File: src/rtl/card_clk_pkg.sv
`timescale 1ns/1ps
package card_clk_pkg;
  localparam int unsigned ADDR_W = 2;
  localparam int unsigned RATE_W = 3;

  typedef enum logic [ADDR_W-1:0] {
    REG_CMD  = 2'd0,
    REG_RATE = 2'd1,
    REG_STAT = 2'd2,
    REG_IRQ  = 2'd3
  } reg_addr_e;

  localparam int unsigned CMD_STOP_BIT  = 0;
  localparam int unsigned CMD_START_BIT = 1;
  localparam int unsigned STAT_RUN_BIT  = 8;
  localparam int unsigned IRQ_OFF_BIT   = 4;

  localparam logic [RATE_W-1:0] RATE_HS = '1;
endpackage

File: src/rtl/card_clk_regs.sv
`timescale 1ns/1ps
module card_clk_regs
  import card_clk_pkg::*;
#(
  parameter int unsigned DATA_W = 32
) (
  input  logic              clk_i,
  input  logic              rst_ni,
  input  logic              wr_en_i,
  input  logic [ADDR_W-1:0] wr_addr_i,
  input  logic [DATA_W-1:0] wr_data_i,
  input  logic [ADDR_W-1:0] rd_addr_i,
  input  logic              run_i,
  input  logic              stop_done_i,
  output logic [DATA_W-1:0] rd_data_o,
  output logic [RATE_W-1:0] rate_o,
  output logic              irq_o,
  output logic              stop_req_o,
  output logic              start_req_o
);
  logic [RATE_W-1:0] rate_q;
  logic              irq_q;
  logic              unused_wr;

  assign unused_wr = ^{wr_data_i[DATA_W-1:IRQ_OFF_BIT+1], wr_data_i[IRQ_OFF_BIT-1:RATE_W]};

  // one-shot command strobes
  assign stop_req_o  = wr_en_i && (wr_addr_i == REG_CMD) && wr_data_i[CMD_STOP_BIT];
  assign start_req_o = wr_en_i && (wr_addr_i == REG_CMD) && wr_data_i[CMD_START_BIT];

  always_ff @(posedge clk_i or negedge rst_ni) begin
    if (!rst_ni) begin
      rate_q <= '0;
    end else if (wr_en_i && (wr_addr_i == REG_RATE)) begin
      rate_q <= wr_data_i[RATE_W-1:0];
    end
  end

  // a completed stop wins over a clear in the same cycle
  always_ff @(posedge clk_i or negedge rst_ni) begin
    if (!rst_ni) begin
      irq_q <= 1'b0;
    end else if (stop_done_i) begin
      irq_q <= 1'b1;
    end else if (wr_en_i && (wr_addr_i == REG_IRQ) && wr_data_i[IRQ_OFF_BIT]) begin
      irq_q <= 1'b0;
    end
  end

  always_comb begin
    rd_data_o = '0;
    unique case (rd_addr_i)
      REG_RATE: rd_data_o[RATE_W-1:0]   = rate_q;
      REG_STAT: rd_data_o[STAT_RUN_BIT] = run_i;
      REG_IRQ:  rd_data_o[IRQ_OFF_BIT]  = irq_q;
      default:  rd_data_o = '0;
    endcase
  end

  assign rate_o = rate_q;
  assign irq_o  = irq_q;
endmodule

File: src/rtl/card_clk_run_ctl.sv
`timescale 1ns/1ps
module card_clk_run_ctl (
  input  logic clk_i,
  input  logic rst_ni,
  input  logic stop_req_i,
  input  logic start_req_i,
  input  logic fall_now_i,
  output logic run_o,
  output logic stop_done_o
);
  logic run_q, run_d;
  logic stop_pend_q, stop_pend_d;
  logic start_pend_q, start_pend_d;

  always_comb begin
    run_d        = run_q;
    stop_pend_d  = stop_pend_q;
    start_pend_d = start_pend_q;
    stop_done_o  = 1'b0;
    // a pending stop holds back any pending start
    if (stop_pend_q) begin
      if (!run_q) begin
        stop_pend_d = 1'b0;
      end else if (fall_now_i) begin
        run_d       = 1'b0;
        stop_pend_d = 1'b0;
        stop_done_o = 1'b1;
      end
    end else if (start_pend_q) begin
      start_pend_d = 1'b0;
      run_d        = 1'b1;
    end
    if (stop_req_i) begin
      stop_pend_d  = 1'b1;
      start_pend_d = 1'b0;
    end else if (start_req_i) begin
      start_pend_d = 1'b1;
    end
  end

  always_ff @(posedge clk_i or negedge rst_ni) begin
    if (!rst_ni) begin
      run_q        <= 1'b0;
      stop_pend_q  <= 1'b0;
      start_pend_q <= 1'b0;
    end else begin
      run_q        <= run_d;
      stop_pend_q  <= stop_pend_d;
      start_pend_q <= start_pend_d;
    end
  end

  assign run_o = run_q;
endmodule

File: src/rtl/card_clk_div.sv
`timescale 1ns/1ps
module card_clk_div
  import card_clk_pkg::*;
#(
  parameter int unsigned BASE_HALF = 2,
  parameter int unsigned HS_HALF   = 1
) (
  input  logic              clk_i,
  input  logic              rst_ni,
  input  logic              run_i,
  input  logic [RATE_W-1:0] rate_i,
  output logic              card_clk_o,
  output logic              fall_now_o
);
  localparam int unsigned MAX_HALF = BASE_HALF << ((1 << RATE_W) - 2);
  localparam int unsigned TOP_HALF = (MAX_HALF > HS_HALF) ? MAX_HALF : HS_HALF;
  localparam int unsigned CNT_W    = $clog2(TOP_HALF + 1);

  logic [CNT_W-1:0] cnt_q, half_q, half_new;
  logic             ph_q;
  logic             term;

  always_comb begin
    if (rate_i == RATE_HS) half_new = CNT_W'(HS_HALF);
    else                   half_new = CNT_W'(BASE_HALF) << rate_i;
  end

  assign term       = (cnt_q == '0);
  assign fall_now_o = run_i && ph_q && term;

  // the half-period length is reloaded only at a falling edge or while idle
  always_ff @(posedge clk_i or negedge rst_ni) begin
    if (!rst_ni) begin
      ph_q   <= 1'b0;
      cnt_q  <= '0;
      half_q <= CNT_W'(BASE_HALF);
    end else if (!run_i) begin
      ph_q   <= 1'b0;
      cnt_q  <= '0;
      half_q <= half_new;
    end else if (term) begin
      if (ph_q) begin
        ph_q   <= 1'b0;
        half_q <= half_new;
        cnt_q  <= half_new - 1'b1;
      end else begin
        ph_q  <= 1'b1;
        cnt_q <= half_q - 1'b1;
      end
    end else begin
      cnt_q <= cnt_q - 1'b1;
    end
  end

  assign card_clk_o = ph_q;
endmodule

File: src/rtl/card_clk_ctrl.sv
`timescale 1ns/1ps
module card_clk_ctrl
  import card_clk_pkg::*;
#(
  parameter int unsigned DATA_W    = 32,
  parameter int unsigned BASE_HALF = 2,
  parameter int unsigned HS_HALF   = 1
) (
  input  logic              clk_i,
  input  logic              rst_ni,
  input  logic              wr_en_i,
  input  logic [1:0]        wr_addr_i,
  input  logic [DATA_W-1:0] wr_data_i,
  input  logic [1:0]        rd_addr_i,
  output logic [DATA_W-1:0] rd_data_o,
  output logic              card_clk_o,
  output logic              clk_en_o,
  output logic              clk_off_irq_o
);
  logic [RATE_W-1:0] rate;
  logic              run, stop_done, stop_req, start_req, fall_now;

  card_clk_regs #(.DATA_W(DATA_W)) u_regs (
    .clk_i       (clk_i),
    .rst_ni      (rst_ni),
    .wr_en_i     (wr_en_i),
    .wr_addr_i   (wr_addr_i),
    .wr_data_i   (wr_data_i),
    .rd_addr_i   (rd_addr_i),
    .run_i       (run),
    .stop_done_i (stop_done),
    .rd_data_o   (rd_data_o),
    .rate_o      (rate),
    .irq_o       (clk_off_irq_o),
    .stop_req_o  (stop_req),
    .start_req_o (start_req)
  );

  card_clk_run_ctl u_run (
    .clk_i       (clk_i),
    .rst_ni      (rst_ni),
    .stop_req_i  (stop_req),
    .start_req_i (start_req),
    .fall_now_i  (fall_now),
    .run_o       (run),
    .stop_done_o (stop_done)
  );

  card_clk_div #(.BASE_HALF(BASE_HALF), .HS_HALF(HS_HALF)) u_div (
    .clk_i      (clk_i),
    .rst_ni     (rst_ni),
    .run_i      (run),
    .rate_i     (rate),
    .card_clk_o (card_clk_o),
    .fall_now_o (fall_now)
  );

  assign clk_en_o = run;
endmodule

File: config.mk
export PLATFORM = sky130hd
export DESIGN_NAME = card_clk_ctrl
export DESIGN_NICKNAME = d
export VERILOG_FILES = /design/src/rtl/card_clk_pkg.sv /design/src/rtl/card_clk_regs.sv /design/src/rtl/card_clk_run_ctl.sv /design/src/rtl/card_clk_div.sv /design/src/rtl/card_clk_ctrl.sv
export SDC_FILE = /design/constraint.sdc
export NUM_CORES = 1
export LEC_CHECK = 0
export CORE_UTILIZATION = 35
export CTS_CLUSTER_DIAMETER = 120
export DETAILED_ROUTE_END_ITERATION = 10
export PLACE_DENSITY = 0.8
export SYNTH_ARGS = -nofsm -noshare
export SYNTH_HDL_FRONTEND = slang
export SYNTH_SLANG_ARGS = --single-unit
File: constraint.sdc
create_clock -name clk_i -period 2.15 [get_ports clk_i]
set_input_delay 0.43 -clock clk_i [delete_from_list [all_inputs] [get_ports clk_i]]
set_output_delay 0.43 -clock clk_i [all_outputs]
set_load 0.1 [all_outputs]
==> flow_summary.json, run 1 <==
{
  "setup_violations": 0,
  "cp-start-kind": "input pin",
  "multiInputGateArea_um2": 863.3,
  "p_per_area_mw_per_mm2": 1297,
  "hold_violations": 0,
  "fin_total_pwr_uw": 2459,
  "vias_per_cell": 4.890,
  "synth.avg_cell_area_um2": 9.366,
  "area_delta_synth_final_pct": 16.99,
  "synth_async_sr_flop_share_pct": 100.0,
  "grt_pass1_wl_um": 5168,
  "synth-edff-count": 0,
  "min_path_type": "in2async",
  "antenna_found_initial": 0,
  "postCtsSetupBuffers": 0,
  "post-synth-top-area-cell": "dfrtp_1",
  "n_antenna_cell": 0,
  "clock_latency_ps": 270,
  "fp.dieH_um": 70.04,
  "cts_max_path_buffers": 2,
  "crit_path_end_kind": "primary output",
  "ys_seq_elements": 24,
  "leakagePower_uw": 0.0008306,
  "rsz0062_at_grt": "no",
  "hold_buffers": 0,
  "layout_commonest_cell": "conb_1",
  "netlist_instances": 173,
  "cp_data_required_time_ps": 1720,
  "synth_ff_type": "dfrtp_1",
  "slew_headroom_pct": 55.33,
  "hpwl_um": 2387,
  "num_io_pins": 74,
  "use_met1_pct": 16.03,
  "crit_type": "in2out",
  "peakVddDrop_uv": 428.6,
  "critPathArrivalTime_ps": 1620,
  "ant_nets": 0,
  "finalCritPeriodShare_pct": 95.25,
  "clock-sinks": 24,
  "cts_buffers": 3,
  "grtUsageMet2_pct": 21.58,
  "cts.htree.levels": 1,
  "clock_skew_ps": 2.251,
  "initial_core_util_pct": 36.71,
  "finalSetupTns_ps": 0,
  "dieArea_mm2": 0.004906,
  "grt.busiest_layer": "met2",
  "synth_cell_type_count": 48,
  "grtUsageMet3_pct": 2.020,
  "max_freq_ghz": 0.4883,
  "grt_max_degree": 25,
  "tightest_slew_ps": 670.0,
  "die_x_um": 70.04,
  "status": "completed",
  "synth_area_mm2": 0.001620,
  "grt.overflow.total": 0,
  "yosys.area.top_type_share_pct": 35.52,
  "dr.pass1.iters": 4,
  "reg2reg_depth": 8,
  "grt_pass1_vias": 1157,
  "drt_first_iter_violations": 40,
  "root_buffer": "clkbuf_8",
  "maxCapViolations": 0,
  "cp_max_fo": 3,
  "yosys-top-cells-area": "dfrtp_1, buf_4, mux2_2",
  "wl_um": 3124,
  "rows": 24,
  "timing.final.crit_period_ps": 2048,
  "routedWlPerCell_um": 12.75,
  "via_count": 1198,
  "cts.clk_slew.worst_paths_ps": 80,
  "cts_resized": 0,
  "yosys_warnings": 0,
  "route.detailed.drc": 0,
  "gp_congestion": 0.8392,
  "num-fill-cells": 441,
  "port-buffer-count": 18,
  "yosysSeqAreaShare_pct": 37.14,
  "grtUsageTotal_pct": 13.12,
  "core_area_mm2": 0.004414,
  "final_cell_mix": "conb_1, dfrtp_1, nand2_1, clkdlybuf4s50_1",
  "drive_gt1_share_pct": 20.21,
  "cts_tree": "built",
  "maxSlewViolCount": 0,
  "layout.nets": 234,
  "ff_latch_area_um2": 605.6
}
[final cells by class]
type	count	share of cell area, %
multi-input cells	135	45.54
repair buffers	25	15.18
well taps	52	3.432
inverters	5	0.9901
flip-flops and latches	24	31.95
clock buffers	4	2.904
[logic make-up after synthesis]
family                     Yosys count  synth area share (%)
and+or+nand+nor                     59                 20.85
buffers and inverters               40                 17.14
AOI/OAI and AO/OA                   31                 12.43
DFF                                 24                 37.14
muxes                               10                 7.644
xor gates and xnor gates             7                 3.784
adders and majority gates            1                0.7721
other                                1                0.2314
[synth_stat cells (3+ instances only)]
cell / number
dfrtp_1: 23
and2_1: 4
nor2_1: 10
inv_1: 5
o31ai_1: 3
nand4_1: 3
buf_4: 29
xor2_1: 4
a211oi_1: 3
nor3_1: 6
o21ai_0: 4
a21oi_1: 8
o21ai_1: 4
buf_2: 3
mux2_1: 3
xnor2_1: 3
or3_1: 3
nand2_1: 14
mux2_2: 6
[final timing paths]
| check | from | end | slack, ps |
|---|---|---|---|
| worst max-delay path | rd_addr_i[0] | rd_data_o[2] | 100 |
| worst min register to register | u_div.half_q[7] | u_div.half_q[7] | 520 |
| min in group clk_i | u_div.half_q[7] | u_div.half_q[7] | 520 |
| worst max register to register | u_div.cnt_q[5] | u_div.cnt_q[6] | 190 |
| worst min-delay path | rst_ni | u_div.cnt_q[7] | 510 |
| max in group asynchronous | rst_ni | u_div.half_q[1] | 1350 |
[worst max-delay path, stage by stage]
cell and delay, ps:
clkdlybuf4s50_1 540, nor2b_1 240, and2_1 220, buf_12 190
[registers in the layout, indices dropped and copies added, names as in the netlist]
name and cells:
u_div.cnt_q 8, u_div.half_q 8, u_regs.rate_o 3, u_div.card_clk_o 1
u_regs.irq_o 1, u_run.run_o 1, u_run.start_pend_q 1, u_run.stop_pend_q 1
[report_power, final]
group          switching, uW  internal (uW)  total [uW]  leakage, uW
Clock                    147            164         310    0.0000288
Sequential               170            630         800     0.000296
Combinational            872            476        1350     0.000506
[per-layer routing]
metal  vias up  share of wire, %  wire length (um)
met5         -                 0                 0
met4         0               3.2                99
met3         9               3.4               105
met2        41                48              1502
met1       554                45              1416
li1        594                 -                 -
[stage by stage]
step	worst slack, ps	cell area, um2	cells	hold slack (ps)	utilization, %
global route	20.80	1896	245	552.5	42.94
global placement	113.0	1841	241	473.2	41.70
finish	102.2	1896	245	514.0	42.94
CTS	78.01	1896	245	527.4	42.94
detailed placement	95.90	1841	241	508.5	41.70
floorplan	2.892	1754	199	134.4	-
Power figures use the tool's default switching activity.
==> run 2: changes to the inputs <==
- PLACE_DENSITY: 0.8 -> 0.72
==> run 2 against run 1 <==
Compared with the run above: die area stayed put; largest power group unchanged; via count is 1.8% lower; sequential power is 1% lower; critical path type unchanged; non-clock buffer count stayed put.
==> flow_summary.json, run 2 (synthesis gave the netlist of run 1 again) <==
{
  "finalSetupTns_ps": 0,
  "p_per_area_mw_per_mm2": 1328,
  "route.detailed.drc": 0,
  "cp_max_fo": 3,
  "grt_max_degree": 25,
  "grt_pass1_wl_um": 5271,
  "layout.nets": 234,
  "crit_type": "in2out",
  "vias_per_cell": 4.804,
  "hpwl_um": 2207,
  "num_io_pins": 74,
  "fp.dieH_um": 70.04,
  "die_x_um": 70.04,
  "final_cell_mix": "conb_1, dfrtp_1, nand2_1, clkdlybuf4s50_1",
  "layout_commonest_cell": "conb_1",
  "maxCapViolations": 0,
  "setup_slack_ps": 149.9,
  "maxSlewViolCount": 0,
  "cts_buffers": 3,
  "antenna_found_initial": 0,
  "setup_violations": 0,
  "core_area_mm2": 0.004414,
  "initial_core_util_pct": 36.71,
  "topRoutingLayerUsed": "met4",
  "tightest_slew_ps": 653.3,
  "dr.pass1.iters": 4,
  "place_inst": 241,
  "min_path_type": "reg2reg",
  "ant_nets": 0,
  "grtUsageTotal_pct": 13.17,
  "dpl_worst_slack_ps": 153.5,
  "multiInputGateArea_um2": 863.3,
  "slew_headroom_pct": 56.45,
  "num-fill-cells": 438,
  "max_freq_ghz": 0.5000,
  "wl_met2_um": 1416,
  "finalNonFillerCells": 245,
  "clock_latency_ps": 270,
  "area_delta_synth_final_pct": 17.99,
  "cts_tree": "built",
  "critPathTopFamily": "buffers and inverters",
  "dieArea_mm2": 0.004906,
  "drive_gt1_share_pct": 20.21,
  "n_antenna_cell": 0,
  "postCtsSetupBuffers": 0,
  "grt_pass1_vias": 1131,
  "via_count": 1177,
  "rows": 24,
  "cp-start-kind": "input pin",
  "grt.overflow.total": 0,
  "dr_wl_met3_um": 99,
  "finalCritPeriodShare_pct": 93.03,
  "fin_total_pwr_uw": 2538,
  "cp_slowest_cell": "clkdlybuf4s50_1",
  "gp_congestion": 0.8245,
  "timing.final.crit_period_ps": 2000,
  "drt-met1-wl_um": 1472,
  "worst_path_largest_cell_delay_ps": 530,
  "drt_first_iter_violations": 67,
  "peakVddDrop_uv": 486.4,
  "clock-sinks": 24,
  "cts.clk_slew.worst_paths_ps": 90,
  "ff_latch_area_um2": 605.6,
  "crit_chain": "clkdlybuf4s50_1, nor2b_1, and2_1, buf_12",
  "rrSetupSlack_ps": 150,
  "cp_data_required_time_ps": 1720,
  "leakagePower_uw": 0.0008375,
  "post-route-util_pct": 43.31,
  "root_buffer": "clkbuf_8",
  "critPathArrivalTime_ps": 1570,
  "path_buf_inv": 2,
  "clock_skew_ps": 3.318,
  "hold_violations": 0,
  "hold_buffers": 0,
  "cts_resized": 0,
  "crit_path_end_kind": "primary output",
  "port-buffer-count": 18,
  "wl_um": 3008,
  "cts_max_path_buffers": 2,
  "rsz0062_at_grt": "no",
  "cts.htree.levels": 1,
  "status": "completed",
  "routedWlPerCell_um": 12.28
}
-- run 2: cell types whose count changed in the layout (fill, tap and decap cells not counted), sizes merged --
cell and delta:
bufinv +1, clkbuf -1
-- run 2: layout make-up --
class                           instances  share of cell area [%]
Tap cell                               52                   3.403
Multi-Input combinational cell        135                   45.16
Inverter                                5                  0.9817
Timing Repair Buffer                   25                   15.05
Sequential cell                        24                   31.68
Clock inverter                          1                   1.571
Clock buffer                            3                   2.160
-- run 2: layer usage --
metal / up-vias / track usage, %
met4: 0 / 3.556
li1: 593 / -
met2: 33 / 21.69
met3: 2 / 2.309
met1: 549 / 17.81
met5: - / 0
-- run 2: worst paths after layout --
path / cells past startpoint / endpoint / start
worst min-delay path: 2 / u_div.half_q[7] / u_div.half_q[7]
worst max-delay path: 4 / rd_data_o[1] / rd_addr_i[0]
worst min register to register: 2 / u_div.half_q[7] / u_div.half_q[7]
worst max register to register: 8 / u_div.cnt_q[6] / u_div.cnt_q[5]
max in group asynchronous: 2 / u_div.half_q[1] / rst_ni
min in group asynchronous: 2 / u_div.cnt_q[6] / rst_ni
-- run 2: power by group --
part           total [uW]  leakage (uW)  switching, uW  internal, uW
clock network         403     0.0000357            154           249
registers             791      0.000296            161           630
logic                1340      0.000506            868           476
total                2540      0.000838           1180          1350
-- run 2: tightest hold or removal path: stages, from the launching register on --
cell     delay, ps
dfrtp_1        350
nand2_1         50
o21ai_1         60
-- run 2: through the flow --
step	hold slack [ps]	cell area [um2]
3_5_place_dp	485.1	1841
2_1_floorplan	134.4	1754
5_1_grt	532.4	1912
3_3_place_gp	472.3	1841
6_report	498.8	1912
4_1_cts	506.8	1912
